File: src/rtl/uhp_pkg.sv
package uhp_pkg;
  typedef enum logic [1:0] {
    PS_DISC = 2'd0,
    PS_CONN = 2'd1,
    PS_EN   = 2'd2,
    PS_SUSP = 2'd3
  } port_st_e;
endpackage

File: src/rtl/uhp_sync.sv
module uhp_sync #(
  parameter int STAGES = 2,
  parameter int W      = 2
) (
  input  logic         clk,
  input  logic         rst,
  input  logic [W-1:0] d,
  output logic [W-1:0] q
);
  for (genvar i = 0; i < STAGES; i++) begin : g_stg
    logic [W-1:0] r;
    if (i == 0) begin : g_first
      always_ff @(posedge clk) begin
        if (rst) r <= '0;
        else     r <= d;
      end
    end else begin : g_next
      always_ff @(posedge clk) begin
        if (rst) r <= '0;
        else     r <= g_stg[i-1].r;
      end
    end
  end
  assign q = g_stg[STAGES-1].r;
endmodule

File: src/rtl/uhp_line_mon.sv
module uhp_line_mon #(
  parameter int CONN_CYC = 8,
  parameter int DISC_CYC = 8
) (
  input  logic clk,
  input  logic rst,
  input  logic dp_s,
  input  logic dm_s,
  input  logic mask_se0,
  output logic attached,
  output logic ls_dev,
  output logic k_seen
);
  localparam int MAXC  = (CONN_CYC > DISC_CYC) ? CONN_CYC : DISC_CYC;
  localparam int CNT_W = $clog2(MAXC + 1);
  localparam logic [CNT_W-1:0] CONN_LAST = CNT_W'(CONN_CYC - 1);
  localparam logic [CNT_W-1:0] DISC_LAST = CNT_W'(DISC_CYC - 1);

  logic [CNT_W-1:0] cnt;
  logic             se0;

  assign se0 = !dp_s && !dm_s;

  always_ff @(posedge clk) begin
    if (rst) begin
      attached <= 1'b0;
      ls_dev   <= 1'b0;
      cnt      <= '0;
    end else if (attached) begin
      if (se0 && !mask_se0) begin
        if (cnt == DISC_LAST) begin
          attached <= 1'b0;
          cnt      <= '0;
        end else begin
          cnt <= cnt + 1'b1;
        end
      end else begin
        cnt <= '0;
      end
    end else begin
      if (!se0) begin
        if (cnt == CONN_LAST) begin
          attached <= 1'b1;
          ls_dev   <= dm_s;
          cnt      <= '0;
        end else begin
          cnt <= cnt + 1'b1;
        end
      end else begin
        cnt <= '0;
      end
    end
  end

  // K is the inverse of the device's idle level
  assign k_seen = ls_dev ? (dp_s && !dm_s) : (!dp_s && dm_s);
endmodule

File: src/rtl/uhp_wake_det.sv
module uhp_wake_det #(
  parameter int WAKE_W = 8
) (
  input  logic              clk,
  input  logic              rst,
  input  logic              arm,
  input  logic              k_seen,
  input  logic [WAKE_W-1:0] wake_len,
  output logic              hit
);
  logic [WAKE_W-1:0] cnt;
  logic [WAKE_W-1:0] thr;

  assign thr = (wake_len == '0) ? WAKE_W'(1) : wake_len;

  always_ff @(posedge clk) begin
    if (rst) begin
      cnt <= '0;
    end else if (!arm || !k_seen) begin
      cnt <= '0;
    end else if (cnt < thr) begin
      cnt <= cnt + 1'b1;
    end
  end

  assign hit = arm && k_seen && (cnt == thr - 1'b1);
endmodule

File: src/rtl/uhp_port_fsm.sv
module uhp_port_fsm
  import uhp_pkg::*;
(
  input  logic     clk,
  input  logic     rst,
  input  logic     attached,
  input  logic     wake_hit,
  input  logic     reset_req,
  input  logic     suspend_req,
  input  logic     resume_req,
  input  logic     disc_clr,
  input  logic     wake_clr,
  output port_st_e state,
  output logic     rst_on,
  output logic     res_on,
  output logic     sof_on,
  output logic     disc_flag,
  output logic     wake_flag
);
  port_st_e state_n;
  logic     rst_n_q, res_n_q, disc_set;

  always_comb begin
    state_n  = state;
    rst_n_q  = rst_on;
    res_n_q  = res_on;
    disc_set = 1'b0;
    if (state != PS_DISC && !attached) begin
      state_n  = PS_DISC;
      rst_n_q  = 1'b0;
      res_n_q  = 1'b0;
      disc_set = 1'b1;
    end else begin
      unique case (state)
        PS_DISC: if (attached) state_n = PS_CONN;
        PS_CONN: begin
          if (reset_req) rst_n_q = 1'b1;
          else if (rst_on) begin
            rst_n_q = 1'b0;
            state_n = PS_EN;
          end
        end
        PS_EN: begin
          if (reset_req) begin
            rst_n_q = 1'b1;
            state_n = PS_CONN;
          end else if (suspend_req) begin
            state_n = PS_SUSP;
          end
        end
        PS_SUSP: begin
          if (resume_req) res_n_q = 1'b1;
          else if (res_on) begin
            res_n_q = 1'b0;
            state_n = PS_EN;
          end
        end
        default: state_n = PS_DISC;
      endcase
    end
  end

  always_ff @(posedge clk) begin
    if (rst) begin
      state     <= PS_DISC;
      rst_on    <= 1'b0;
      res_on    <= 1'b0;
      sof_on    <= 1'b0;
      disc_flag <= 1'b0;
      wake_flag <= 1'b0;
    end else begin
      state  <= state_n;
      rst_on <= rst_n_q;
      res_on <= res_n_q;
      sof_on <= (state_n == PS_EN) && !rst_n_q;
      if (disc_set)      disc_flag <= 1'b1;
      else if (disc_clr) disc_flag <= 1'b0;
      if (wake_hit)      wake_flag <= 1'b1;
      else if (wake_clr) wake_flag <= 1'b0;
    end
  end
endmodule

File: src/rtl/uhp_port_ctrl.sv
module uhp_port_ctrl
  import uhp_pkg::*;
#(
  parameter int SYNC_STAGES = 2,
  parameter int CONN_CYC    = 8,
  parameter int DISC_CYC    = 8,
  parameter int WAKE_W      = 8
) (
  input  logic              clk,
  input  logic              rst,
  input  logic              dp_rx,
  input  logic              dm_rx,
  input  logic              reset_req,
  input  logic              suspend_req,
  input  logic              resume_req,
  input  logic              disc_flag_clr,
  input  logic              wake_flag_clr,
  input  logic [WAKE_W-1:0] wake_len,
  output logic [1:0]        port_state,
  output logic              low_speed,
  output logic              disc_flag,
  output logic              wake_irq,
  output logic              drv_se0,
  output logic              drv_resume,
  output logic              sof_run
);
  logic [1:0] line_s;
  logic       attached, k_seen, wake_hit;
  port_st_e   st;

  uhp_sync #(.STAGES(SYNC_STAGES), .W(2)) u_sync (
    .clk(clk), .rst(rst), .d({dp_rx, dm_rx}), .q(line_s)
  );

  uhp_line_mon #(.CONN_CYC(CONN_CYC), .DISC_CYC(DISC_CYC)) u_mon (
    .clk(clk), .rst(rst), .dp_s(line_s[1]), .dm_s(line_s[0]),
    .mask_se0(drv_se0), .attached(attached), .ls_dev(low_speed),
    .k_seen(k_seen)
  );

  uhp_wake_det #(.WAKE_W(WAKE_W)) u_wake (
    .clk(clk), .rst(rst), .arm((st == PS_SUSP) && !drv_resume),
    .k_seen(k_seen), .wake_len(wake_len), .hit(wake_hit)
  );

  uhp_port_fsm u_fsm (
    .clk(clk), .rst(rst), .attached(attached), .wake_hit(wake_hit),
    .reset_req(reset_req), .suspend_req(suspend_req),
    .resume_req(resume_req), .disc_clr(disc_flag_clr),
    .wake_clr(wake_flag_clr), .state(st), .rst_on(drv_se0),
    .res_on(drv_resume), .sof_on(sof_run), .disc_flag(disc_flag),
    .wake_flag(wake_irq)
  );

  assign port_state = st;
endmodule

File: config.mk
export PLATFORM = sky130hd
export DESIGN_NAME = uhp_port_ctrl
export DESIGN_NICKNAME = d
export VERILOG_FILES = /design/src/rtl/uhp_pkg.sv /design/src/rtl/uhp_sync.sv /design/src/rtl/uhp_line_mon.sv /design/src/rtl/uhp_wake_det.sv /design/src/rtl/uhp_port_fsm.sv /design/src/rtl/uhp_port_ctrl.sv
export SDC_FILE = /design/constraint.sdc
export NUM_CORES = 1
export LEC_CHECK = 0
export ABC_AREA = 1
export BUFFER_PORTS_ARGS = -buffer_cell sky130_fd_sc_hd__buf_2
export CELL_PAD_IN_SITES_DETAIL_PLACEMENT = 1
export CELL_PAD_IN_SITES_GLOBAL_PLACEMENT = 1
export CORE_AREA = 2 2 72 74
export DETAILED_ROUTE_END_ITERATION = 12
export DIE_AREA = 0 0 74 76
export GPL_TIMING_DRIVEN = 0
export PLACE_DENSITY = 0.82
export SKIP_LAST_GASP = 1
export SLEW_MARGIN = 20
export SYNTH_ARGS = -nofsm -noshare
export SYNTH_HDL_FRONTEND = slang
export SYNTH_SLANG_ARGS = --single-unit
export TNS_END_PERCENT = 20
File: constraint.sdc
create_clock -name clk -period 1.4 [get_ports clk]
set_input_delay 0 -clock clk [delete_from_list [all_inputs] [get_ports clk]]
set_output_delay 0 -clock clk [all_outputs]
set_load 0.01 [all_outputs]
# --- Word level (Yosys, flattened, before mapping) ---
# Index checks and enable logic that the tools add are counted.
totals:
  reg_bits: 25
  inputBits: 17
  output_inout_bits: 8
op_classes:
  n_addsub: 3
  n_lt_le_gt_ge: 1
  eq_ne: 6
  n_mux: 30
  bitwise: 2
  n_reduce_logical: 26
op_table:
  columns: ["cell", "n"]
  rows:
  - ["two-way mux 2 bit", 8]
  - ["two-way mux 4 bit", 4]
  - ["two-way mux 1 bit", 15]
  - ["logical AND 1 bit", 9]
  - ["adder 8 x 1 -> 8 bit, second input constant", 1]
  - ["equality test 8 bit", 1]
  - ["zero test 1 bit", 8]
  - ["zero test 8 bit", 1]
  - ["< comparator 8 bit", 1]
  - ["two-way mux 8 bit", 1]
  - ["one-hot mux 2 bit (4 select lines)", 1]
  - ["subtractor 8 x 1 -> 8 bit, second input constant", 1]
  - ["equality test 2 bit, second input constant", 3]
  - ["nonzero test 2 bit", 3]
  - ["adder 4 x 1 -> 4 bit, second input constant", 1]
  - ["equality test 4 x 3 -> 1 bit, second input constant", 1]
  - ["OR reduction 2 bit", 2]
  - ["AND reduction 3 bit", 1]
  - ["equality test 2 x 1 -> 1 bit, second input constant", 1]
  - ["zero test 2 bit", 1]
  - ["NOT 1 bit", 2]
  - ["one-hot mux 1 bit (2 select lines)", 1]
  - ["logical OR 1 bit", 1]

# --- Logic depth before layout (Yosys ltp) ---
# Gate-level depths: netlist of run 1.
logic_depth:
  ltp_word: 6
  mapped_depth: 15
  ltp_nobuf: 15

# --- Modules after synthesis ---
# Synthesis of run 1 repeated with hierarchy kept, for this count alone.
unflattened:
  cells_unflattened: 275
  hier_area_um2: 1813.0
modules_own_cells:
  columns: ["mod", "instances", "cells_each", "area_each_um2"]
  rows:
  - ["uhp_wake_det", 1, 154, 945.9]
  - ["uhp_port_fsm", 1, 64, 444.2]
  - ["uhp_line_mon", 1, 43, 302.8]
  - ["uhp_sync", 1, 12, 110.1]
  - ["uhp_port_ctrl", 1, 2, 10.0]

# --- Worst setup path before layout of run 1 ---
# No wires, ideal clock.
synth_timing:
  path_type: "register -> register"
  startpoint: "register u_wake.cnt[3]"
  endpoint: "register u_wake.cnt[0]"
  t_arrival_ns: 1.358
  t_required_ns: 1.330
  path_slack_ns: -0.028
  path_stages_with_launch: 9
  synth_period_minus_slack_ns: 1.428
  cell_sequence: "dfxtp_1 > ha_1 > a21oi_1 > o21ai_0 > nand4_1 > nand2_2 > inv_1 > nand2_1 > a21oi_1"
synth_via:
  elab_chain_len: 1
synth_rtl:
  columns: ["item", "line_no", "text"]
  rows:
  - ["start, declared", "uhp_wake_det.sv:11", "logic [WAKE_W-1:0] cnt;"]
  - ["start signal, assigned", "uhp_wake_det.sv:22", "cnt <= cnt + 1'b1;"]
  - ["< comparator 8 bit", "uhp_wake_det.sv:21", "end else if (cnt < thr) begin"]
# Every way passes these cells.
# A chain may end at the register's enable or synchronous reset.

# --- Final worst setup path of run 1 ---
layout_timing:
  startpoint: "register u_wake.cnt[7]"
  endpoint: "register u_wake.cnt[7]"
layout_via:
  elab_chain_len: 1
  word_cells_on_any_way: 2
  cone_classes: "1 x add/sub; 1 x order compare"
layout_rtl:
  columns: ["item", "line_no"]
  rows:
  - ["adder 8 x 1 -> 8 bit or < comparator 8 bit (tied branches)", "uhp_wake_det.sv:22, uhp_wake_det.sv:21"]
# Parallel ways exist; a longest one is shown, timed or not.

==> results.ini, run 1 <==
[run_status]
status = complete, but fails checks
violations = negative setup slack

[critical_path]
critPathLaunchType = flip-flop
crit_required_ns = 1.60
crit_top_cell = a21oi_2
crit_chain = ha_4 > a21oi_2 > o21a_1 > nand2_4 > inv_6 > nand2_2 > a21oi_2
r2r_slack_ns = -0.04
crit_path_max_incr_delay_ns = 0.38
reg2reg_from = u_wake.cnt[7]
crit_family = compound AO/OA/AOI/OAI gates
crit_fanout = 8
reg2reg_depth = 7
crit_slowest_cell = dfxtp_4
path_buf_inv = 1
path_class = flip-flop to flip-flop
crit_arrival_ns = 1.64
crit_path_end_kind = flip-flop
r2r-end = u_wake.cnt[7]

[cts]
numCtsBuffers = 3
clkTransAtPathRegs_ns = 0.10
cts_root_buffer = clkbuf_8
clk-insertion-delay-late_ns = 0.28
cts_tree = done
clkSinkCount = 25
clockBufferDepth = 2
h-tree-depth = 1

[synth]
synth-edff-count = 0
synthAdderAreaFrac_pct = 11.8
synth-simple-area-share_pct = 32.4
synthFlopType = dfxtp_1
synth_xor_area_share_pct = 6.20
ys_ff_latch = 25
yosysWarnings = 0
synth_area_per_cell_um2 = 6.59
async_flop_share_pct = 0
netlist_area_um2 = 1690
synth-compound-area-share_pct = 9.97
ys_types = 27
ys_seq_area_share_pct = 29.5
synthMuxAreaShare_pct = 0
netlist_instances = 257
syn_nets = 290
synth_top_family_by_area = simple AND/OR/NAND/NOR gates

[drt]
dr.pass1.iters = 4
viasPerCell = 4.74
remaining_drc_errors = 0
finalWirelength_um = 4620
routedWlPerCell_um = 12.6
drt_iter0_markers = 36
drtAntennaViolNets = 0
num_vias = 1729

[grt]
grt_first_pass_wirelength_um = 7780
grt_max_degree = 16
grt_overflow = 0
antenna_found_initial = 0
grt_usage_pct = 17.2
grt_pass1_vias = 1730

[job]
cap_violations = 0

[die]
die_h_um = 76
ios = 25
fp.coreArea_um2 = 4910
die_x_um = 74
dieArea_um2 = 5620
row_count = 26
initial_core_util_pct = 34.5

[sta]
finalHoldViolations = 0
relSlewSlack_pct = 69.4
fin_worst_skew_ns = 0.0124
worst_pin_slew_ns = 0.459
timing.final.max_slew_violations = 0
setup_ws_ns = -0.0406
fmax_mhz = 694
rsz0062_at_grt = true
min_period_ns = 1.44
fin_crit_sh_pct = 103
worst_hold_slack_ns = 0.0170
setup_viol = 10

[power]
ir_worst_vdd_mv = 0.312
power.density_nw_per_um2 = 610
p_leak_nw = 1.04

[worst_hold_path]
holdPathStages = 4
holdPathEnd = u_fsm.disc_flag
min-delay-start = disc_flag_clr
hold_path_class = primary input to flip-flop

[place]
place_inst = 351
place_congestion = 0.807
io_buffers = 24
hpwl_um = 3390

[cells_and_area]
ff_latch_area_um2 = 527
multiInputGateArea_um2 = 1140
area_growth_pct = 28.3
final_cells = 365
nFillCells = 625
drive_above_1_share_pct = 25.1
nets = 329
n_antenna_cell = 0

-- per-layer routing --
metal	vias to the layer above	share of wire, %	GRT usage [%]
met4	0	1.3	4.91
li1	889	-	-
met3	6	1.6	1.59
met1	814	48	22.4
met5	-	0	0
met2	20	49	29.7
-- sequential cells by signal (all words and copies together), names as in the netlist, 2 cells and up --
register and count:
u_fsm.state 2, u_mon.cnt 4, u_sync.g_stg.r 2, u_sync.q 2, u_wake.cnt 8
-- power breakdown --
part	internal (W)	total (W)	switching (W)	leakage, nW
registers	0.000706	0.000710	0.00000457	0.209
logic	0.0000665	0.000168	0.000102	0.811
clock network	0.000202	0.000447	0.000245	0.0217
total	0.000974	0.00133	0.000351	1.04
-- tightest hold or removal path: stages --
cell and delay (ns):
buf_2 0.09, inv_1 0.04, a21oi_1 0.05, nor2_1 0.08
-- worst max path at each step --
stage | endpoint | cells after the start | startpoint | slack [ns]
2_1_floorplan | u_fsm.sof_on | 5 | u_fsm.state[0] | 0.007
3_3_place_gp | u_wake.cnt[1] | 15 | wake_len[2] | -0.25
3_5_place_dp | u_wake.cnt[7] | 15 | wake_len[3] | -0.31
4_1_cts | u_wake.cnt[1] | 8 | u_wake.cnt[1] | -0.05
5_1_grt | u_fsm.wake_flag | 9 | u_fsm.state[1] | -0.14
6_report | u_wake.cnt[7] | 7 | u_wake.cnt[7] | -0.04
-- per-stage QoR --
stage | instance area [um2] | power, W | setup WS [ns] | util (%) | setup TNS [ns]
2_1_floorplan | 1690 | 0.000826 | 0.00694 | - | 0
3_3_place_gp | 1900 | 0.000879 | -0.254 | 38.7 | -2.30
3_5_place_dp | 1900 | 0.000886 | -0.311 | 38.7 | -2.76
4_1_cts | 2120 | 0.00133 | -0.0488 | 43.2 | -0.347
5_1_grt | 2170 | 0.00139 | -0.140 | 44.2 | -1.65
6_report | 2170 | 0.00133 | -0.0406 | 44.2 | -0.255
-- synth_stat cells (2+ instances only) --
| cell type | count | share of area (%) |
|---|---|---|
| nand2_1 | 62 | 14 |
| a21oi_1 | 16 | 4.7 |
| nor3_1 | 4 | 1.2 |
| o21ai_0 | 10 | 3.0 |
| nand2_2 | 2 | 0.74 |
| nand4_1 | 7 | 2.6 |
| xor2_1 | 10 | 5.2 |
| dfxtp_1 | 25 | 30 |
| nand3_1 | 7 | 2.1 |
| inv_1 | 42 | 9.3 |
| nor2_2 | 2 | 0.74 |
| nor2_1 | 39 | 8.6 |
| ha_1 | 16 | 12 |
| xnor2_1 | 2 | 1.0 |
-- repair_timing --
item | 4_1_cts | 5_1_grt
buffers inserted | 5 | 1
resized for setup | 29 | 11
setup endpoints to repair | 13 | 15
pin swaps | 6 | 6
cloned | 1 | 0
hold buffers | 3 | 0
hold endpoints to repair | 3 | 0
-- layout make-up --
| type | count | share of cell area (%) |
|---|---|---|
| Timing Repair Buffer | 33 | 8.98 |
| Sequential cell | 25 | 24.2 |
| Multi-Input combinational cell | 188 | 52.4 |
| Tap cell | 70 | 4.03 |
| Clock buffer | 3 | 1.90 |
| Clock inverter | 1 | 0.345 |
| Buffer | 2 | 0.403 |
| Inverter | 43 | 7.66 |
-- cells in the final DEF, fill, tap and decap left out, types with 2 or more instances in the layout --
cell type      count
xor2_1            10
nand2_2            5
dfxtp_1           16
ha_4               5
nor2_4             2
clkbuf_8           3
nor3_1             4
buf_4              6
dfxtp_4            6
dlygate4sd3_1      3
nand4_1            7
o21ai_0            9
nand2_1           59
buf_2             24
inv_1             38
nor2_2             4
nand3_1            7
inv_2              4
a21oi_2            4
ha_1              10
a21oi_1           12
xnor2_1            2
dfxtp_2            3
nor2_1            36
-- logic make-up after synthesis --
group | count (synthesis)
simple gates | 128
fa+ha+maj | 16
buf+inv | 45
xor+xnor | 12
compound gates | 31
flops | 25
Power figures use the tool's default switching activity.
==> inputs of run 2 (changes only) <==
--- a/config.mk
+++ b/config.mk
@@ -9,11 +9,11 @@
 export BUFFER_PORTS_ARGS = -buffer_cell sky130_fd_sc_hd__buf_2
 export CELL_PAD_IN_SITES_DETAIL_PLACEMENT = 1
 export CELL_PAD_IN_SITES_GLOBAL_PLACEMENT = 1
-export CORE_AREA = 2 2 72 74
+export CORE_AREA = 2 2 66 68
 export DETAILED_ROUTE_END_ITERATION = 12
-export DIE_AREA = 0 0 74 76
+export DIE_AREA = 0 0 68 70
 export GPL_TIMING_DRIVEN = 0
-export PLACE_DENSITY = 0.82
+export PLACE_DENSITY = 0.91
 export SKIP_LAST_GASP = 1
 export SLEW_MARGIN = 20
 export SYNTH_ARGS = -nofsm -noshare
==> constraint.sdc (replaced) <==
create_clock -name clk -period 1.8 [get_ports clk]
set_input_delay 0 -clock clk [delete_from_list [all_inputs] [get_ports clk]]
set_output_delay 0 -clock clk [all_outputs]
set_load 0.01 [all_outputs]
==> run 2 against run 1 <==
  * The flow now finishes without violations
  * Critical path depth is 1 higher
  * Combinational power is 28% lower
  * Cell count is 6.0% lower
  * Wire length is 4.8% lower
  * Critical endpoint is now u_wake.cnt[2]
  * Largest power group unchanged
==> results.ini, run 2 (synthesized netlist as in run 1, its figures left out) <==
[cells_and_area]
final_common_cell = nand2_1
regMostFlops = u_wake.cnt
nets = 325  ; -1.2%
final_cells = 343  ; -6.0%
top_regs = u_wake.cnt: 8 flops, u_mon.cnt: 4 flops
largest_register_ffs = 8  ; unchanged
drive_above_1_share_pct = 17.5  ; -7.6 points
n_antenna_cell = 0  ; unchanged
area_growth_pct = 18.6
final_cell_mix = nand2_1 (59), inv_1 (40), nor2_1 (38)

[grt]
grt_use_met2_pct = 35.0  ; +5.2 points
use_met3_pct = 2.42  ; +0.83 points
grt_pass1_vias = 1707  ; -1.3%
grt_usage_pct = 19.1  ; +1.9 points
grt_overflow = 0  ; unchanged
use_met1_pct = 22.4  ; +0.055 points
grt_max_degree = 16  ; unchanged
antenna_found_initial = 0  ; unchanged
grt-busiest-layer = met2
grt_first_pass_wirelength_um = 7180  ; -7.8%

[die]
dieArea_um2 = 4760  ; -15%
ios = 25  ; unchanged
die_x_um = 68  ; -8.1%
die_h_um = 70  ; -7.9%
row_count = 24  ; -7.7%
initial_core_util_pct = 40.9  ; +6.4 points
fp.coreArea_um2 = 4140  ; -16%

[cts]
cts_tree = done
clockBufferDepth = 2  ; unchanged
numCtsBuffers = 3  ; unchanged
cts_root_buffer = clkbuf_8
h-tree-depth = 1  ; unchanged
clk-insertion-delay-late_ns = 0.28  ; about the same
clkTransAtPathRegs_ns = 0.10  ; about the same
clkSinkCount = 25  ; unchanged

[critical_path]
critPathLaunchType = flip-flop
reg2reg_depth = 8  ; +1
reg2reg_from = u_wake.cnt[7]
r2r-end = u_wake.cnt[2]
path_class = flip-flop to flip-flop
r2r_slack_ns = 0.07  ; +0.11 ns
crit_required_ns = 1.96  ; +0.36 ns
crit_path_end_kind = flip-flop
crit_fanout = 5  ; -3
crit_arrival_ns = 1.89  ; +0.25 ns

[worst_hold_path]
holdPathStages = 4  ; unchanged
holdPathEnd = u_fsm.disc_flag
hold_path_class = primary input to flip-flop
min-delay-start = disc_flag_clr

[sta]
min_period_ns = 1.73  ; +0.290 ns
fin_worst_skew_ns = 0.0119  ; -0.000554 ns
timing.final.max_slew_violations = 0  ; unchanged
relSlewSlack_pct = 67.7  ; -1.7 points
fin_crit_sh_pct = 96.2  ; -6.7 points
fin_tns_setup_ns = 0  ; +0.255 ns
worst_pin_slew_ns = 0.484  ; +0.0252 ns
finalHoldViolations = 0  ; unchanged
worst_hold_slack_ns = 0.0137  ; -0.00333 ns
fmax_mhz = 578  ; -17%
setup_viol = 0  ; -10

[run_status]
status = completed

[power]
switchingPower_w = 0.000274  ; -22%
clkPwrFrac_pct = 34.2  ; +0.5 points
p_leak_nw = 1.02  ; -2.5%
p_sw_share_pct = 26.4  ; -0.057 points
p_int_w = 0.000762  ; -22%
combPwrFrac_pct = 11.7  ; -1.0 points
ir_worst_vdd_mv = 0.259  ; -17%
power.density_nw_per_um2 = 515  ; -16%
p_seq_share_pct = 54.1  ; +0.5 points
p_total_w = 0.00104  ; -22%

[drt]
num_vias = 1692  ; -2.1%
remaining_drc_errors = 0  ; unchanged
drt_iter0_markers = 40  ; +11%
finalWirelength_um = 4390  ; -4.8%
routedWlPerCell_um = 12.8  ; +1.3%
drtAntennaViolNets = 0  ; unchanged
dr.pass1.iters = 4  ; unchanged
viasPerCell = 4.93  ; +4.1%

[job]
cap_violations = 0  ; unchanged

[place]
io_buffers = 24  ; unchanged
place_inst = 333  ; -5.1%
place_congestion = 0.783  ; -2.9%
hpwl_um = 3350  ; -1.1%

==> run 2: worst max path at each step <==
| stage | end | cells past startpoint | from |
|---|---|---|---|
| 6_report | u_wake.cnt[2] | 8 | u_wake.cnt[7] |
| 5_1_grt | u_wake.cnt[0] | 8 | u_wake.cnt[1] |
| 4_1_cts | u_wake.cnt[6] | 8 | u_wake.cnt[3] |
| 3_5_place_dp | u_wake.cnt[6] | 15 | wake_len[5] |
| 3_3_place_gp | u_wake.cnt[3] | 15 | wake_len[5] |
| 2_1_floorplan | u_wake.cnt[0] | 8 | u_wake.cnt[3] |
==> run 2: cell type report <==
type                            count  area, um2
Tap cell                           52       65.1
Clock buffer                        3       41.3
Clock inverter                      1       7.51
Buffer                              2       8.76
Inverter                           43        165
Timing Repair Buffer               30        173
Fill cell                         563       2130
Sequential cell                    25        508
Multi-Input combinational cell    187       1040
==> run 2: power by group through the flow <==
stage	clock network (W)	registers, W	logic (W)
6_report	0.000354	0.000560	0.000121
5_1_grt	0.000387	0.000561	0.000139
4_1_cts	0.000366	0.000562	0.000120
3_5_place_dp	0	0.000575	0.000115
3_3_place_gp	0	0.000574	0.000109
2_1_floorplan	0	0.000573	0.0000689
==> run 2: layer usage <==
layer / vias to the layer above / routed length [um]
li1: 873 / -
met2: 25 / 2280
met4: 0 / 70
met1: 787 / 1940
met3: 7 / 99
met5: - / 0
==> run 2: critical path, stage by stage, from the launching register on <==
cell and delay, ns:
dfxtp_1 0.47, ha_1 0.31, a21oi_1 0.18, o21a_1 0.18
nand2_4 0.08, buf_4 0.14, buf_4 0.13, nand2_1 0.05
a21oi_1 0.06
==> run 2: timing repair <==
item                                    4_1_cts  5_1_grt
buffers inserted                              0        3
endpoints found under the hold margin         3        0
hold buffers                                  3        0
resized for setup                             0       14
endpoints found under the setup margin        0        8
==> run 2: stage by stage <==
stage / util (%) / setup slack [ns] / area (um2)
2_1_floorplan: - / 0.372 / 1690
3_3_place_gp: 45.4 / 0.0769 / 1880
3_5_place_dp: 45.4 / -0.0551 / 1880
4_1_cts: 47.3 / 0.00192 / 1960
5_1_grt: 48.5 / -0.0288 / 2010
6_report: 48.5 / 0.0693 / 2010
==> inputs of run 3 (changes only) <==
--- a/config.mk
+++ b/config.mk
@@ -6,14 +6,14 @@
 export NUM_CORES = 1
 export LEC_CHECK = 0
 export ABC_AREA = 1
-export BUFFER_PORTS_ARGS = -buffer_cell sky130_fd_sc_hd__buf_2
 export CELL_PAD_IN_SITES_DETAIL_PLACEMENT = 1
 export CELL_PAD_IN_SITES_GLOBAL_PLACEMENT = 1
-export CORE_AREA = 2 2 66 68
+export CORE_AREA = 2 2 65 67
 export DETAILED_ROUTE_END_ITERATION = 12
-export DIE_AREA = 0 0 68 70
+export DIE_AREA = 0 0 67 69
+export DONT_BUFFER_PORTS = 1
 export GPL_TIMING_DRIVEN = 0
-export PLACE_DENSITY = 0.91
+export PLACE_DENSITY = 0.85
 export SKIP_LAST_GASP = 1
 export SLEW_MARGIN = 20
 export SYNTH_ARGS = -nofsm -noshare
==> run 3 against run 2 <==
  * Cell count is 7.6% lower
  * Design area is 7.1% lower
  * Clock power down 2%
  * Register-to-register slack improved by 0.09 ns
  * Combinational power decreased by 20%
  * Maximum frequency rose by 5.3%
  * Clock skew down 0.0070 ns
  * Wire length decreased by 12%
  * Clock-buffer cell count did not move
  * Worst hold slack gained 0.0066 ns
  * Global-route usage decreased by 1.2 points
==> results.ini, run 3 (synthesized netlist as in run 1, its figures left out) <==
[run_status]
status = completed

[drt]
drt_iter0_markers = 39  ; -2.5%
remaining_drc_errors = 0  ; unchanged
num_vias = 1572  ; -7.1%
met2_length_um = 1840  ; -19%
met1Wirelength_um = 1890  ; -2.7%
highest_layer = met4
dr.pass1.iters = 4  ; unchanged
viasPerCell = 4.96  ; +0.53%
dr_wl_met3_um = 120  ; +21%
finalWirelength_um = 3880  ; -12%
routedWlPerCell_um = 12.2  ; -4.5%
drtAntennaViolNets = 0  ; unchanged

[cts]
h-tree-depth = 1  ; unchanged
clockBufferDepth = 2  ; unchanged
post-cts-setup-buffers = 0  ; unchanged
clkSinkCount = 25  ; unchanged
clkTransAtPathRegs_ns = 0.09  ; about the same
numCtsBuffers = 3  ; unchanged
cts_tree = done
cts_root_buffer = clkbuf_8
clk-insertion-delay-late_ns = 0.27  ; about the same

[die]
fp.coreArea_um2 = 3910  ; -5.6%
ios = 25  ; unchanged
die_x_um = 67  ; -1.5%
die_h_um = 69  ; -1.4%
row_count = 23  ; -4.2%
dieArea_um2 = 4620  ; -2.9%
initial_core_util_pct = 43.3  ; +2.4 points

[sta]
timing.final.max_slew_violations = 0  ; unchanged
finalHoldViolations = 0  ; unchanged
relSlewSlack_pct = 67.6  ; -0.096 points
fmax_mhz = 608  ; +5.3%
setup_viol = 0  ; unchanged
fin_worst_skew_ns = 0.00489  ; -0.00701 ns
fin_crit_sh_pct = 91.3  ; -4.8 points
worst_pin_slew_ns = 0.486  ; +0.00144 ns
min_period_ns = 1.64  ; -0.0870 ns
rsz0062_at_grt = true

[grt]
grt_max_degree = 16  ; unchanged
grt_overflow = 0  ; unchanged
antenna_found_initial = 0  ; unchanged
grt_usage_pct = 17.9  ; -1.2 points
grt_pass1_vias = 1617  ; -5.3%
grt_first_pass_wirelength_um = 6590  ; -8.2%

[power]
p_int_w = 0.000755  ; -0.93%
p_sw_share_pct = 25.0  ; -1.4 points
switchingPower_w = 0.000251  ; -8.1%
combPwrFrac_pct = 9.6  ; -2.1 points
power.density_nw_per_um2 = 539  ; +4.6%
ir_worst_vdd_mv = 0.428  ; +66%
clkPwrFrac_pct = 34.6  ; +0.4 points
p_leak_nw = 0.902  ; -11%
p_seq_share_pct = 55.8  ; +1.7 points

[cells_and_area]
fin_util_pct = 47.7  ; -0.79 points
n_antenna_cell = 0  ; unchanged
drive_above_1_share_pct = 5.62  ; -12 points
final_cell_mix = nand2_1 (62), inv_1 (41), nor2_1 (39)
final_common_cell = nand2_1
final_cells = 317  ; -7.6%
area_growth_pct = 10.2
largest_register_ffs = 8  ; unchanged
nets = 301  ; -7.4%
regMostFlops = u_wake.cnt
top_regs = u_wake.cnt: 8 flops, u_mon.cnt: 4 flops

[critical_path]
crit_arrival_ns = 1.84  ; -0.05 ns
crit_required_ns = 2.00  ; +0.04 ns
crit_fanout = 9  ; +4
path_class = flip-flop to flip-flop
crit_path_end_kind = flip-flop
critPathLaunchType = flip-flop

[place]
io_buffers = 0  ; -100%
hpwl_um = 3200  ; -4.5%
place_inst = 307  ; -7.8%
place_congestion = 0.786  ; +0.37%

[job]
cap_violations = 0  ; unchanged

[worst_hold_path]
hold_path_class = primary input to flip-flop

run 3: repair_timing:
action,CTS,global route
gates resized for setup,0,2
endpoints found under the setup margin,0,9
hold endpoints to repair,11,0
hold buffers,6,0
run 3: through the flow:
step	instance area [um2]	TNS [ns]	hold slack, ns	worst slack (ns)	power (W)
after floorplan	1690	0	0.107	0.372	0.000642
after global placement	1760	0	0.108	0.0994	0.000658
after detailed placement	1760	0	0.115	0.0476	0.000661
after CTS	1870	0	0.0126	0.00535	0.00102
after global routing	1870	-0.0139	0.0223	-0.0139	0.00105
final	1870	0	0.0203	0.156	0.00101
run 3: critical path, cell delays in order, from the launching register on:
cell     delay [ns]
dfxtp_1        0.52
ha_1           0.30
nand2_1        0.07
o21ai_0        0.08
nand4_1        0.09
nand2_2        0.14
inv_2          0.17
nand2_1        0.08
a21oi_1        0.14
run 3: final timing paths:
check,slack [ns],cells past startpoint,endpoint,start
hold reg to reg,0.41,2,u_sync.q[0],u_sync.g_stg[0].r[0]
setup / recovery,0.16,8,u_wake.cnt[0],u_wake.cnt[2]
setup reg to reg,0.16,8,u_wake.cnt[0],u_wake.cnt[2]
hold / removal,0.02,3,u_fsm.rst_on,reset_req
run 3: metal layers:
layer / vias up / GRT usage (%)
met5: - / 0
met4: 0 / 4.54
met1: 722 / 22.8
met2: 20 / 30.6
li1: 828 / -
met3: 2 / 3.26
run 3: power by group through the flow:
stage / sequential (W) / combinational [W] / clock, W
after global routing: 0.000563 / 0.000113 / 0.000375
after floorplan: 0.000573 / 0.0000689 / 0
after detailed placement: 0.000575 / 0.0000868 / 0
final: 0.000562 / 0.0000966 / 0.000348
after CTS: 0.000562 / 0.0000976 / 0.000357
after global placement: 0.000574 / 0.0000832 / 0
run 3: layout make-up:
cell class / count / area (um2)
Clock inverter: 1 / 7.51
Multi-Input combinational cell: 187 / 1020
Inverter: 43 / 161
Sequential cell: 25 / 502
Fill cell: 528 / 2050
Clock buffer: 3 / 41.3
Buffer: 2 / 8.76
Tap cell: 50 / 62.6
Timing Repair Buffer: 6 / 60.1
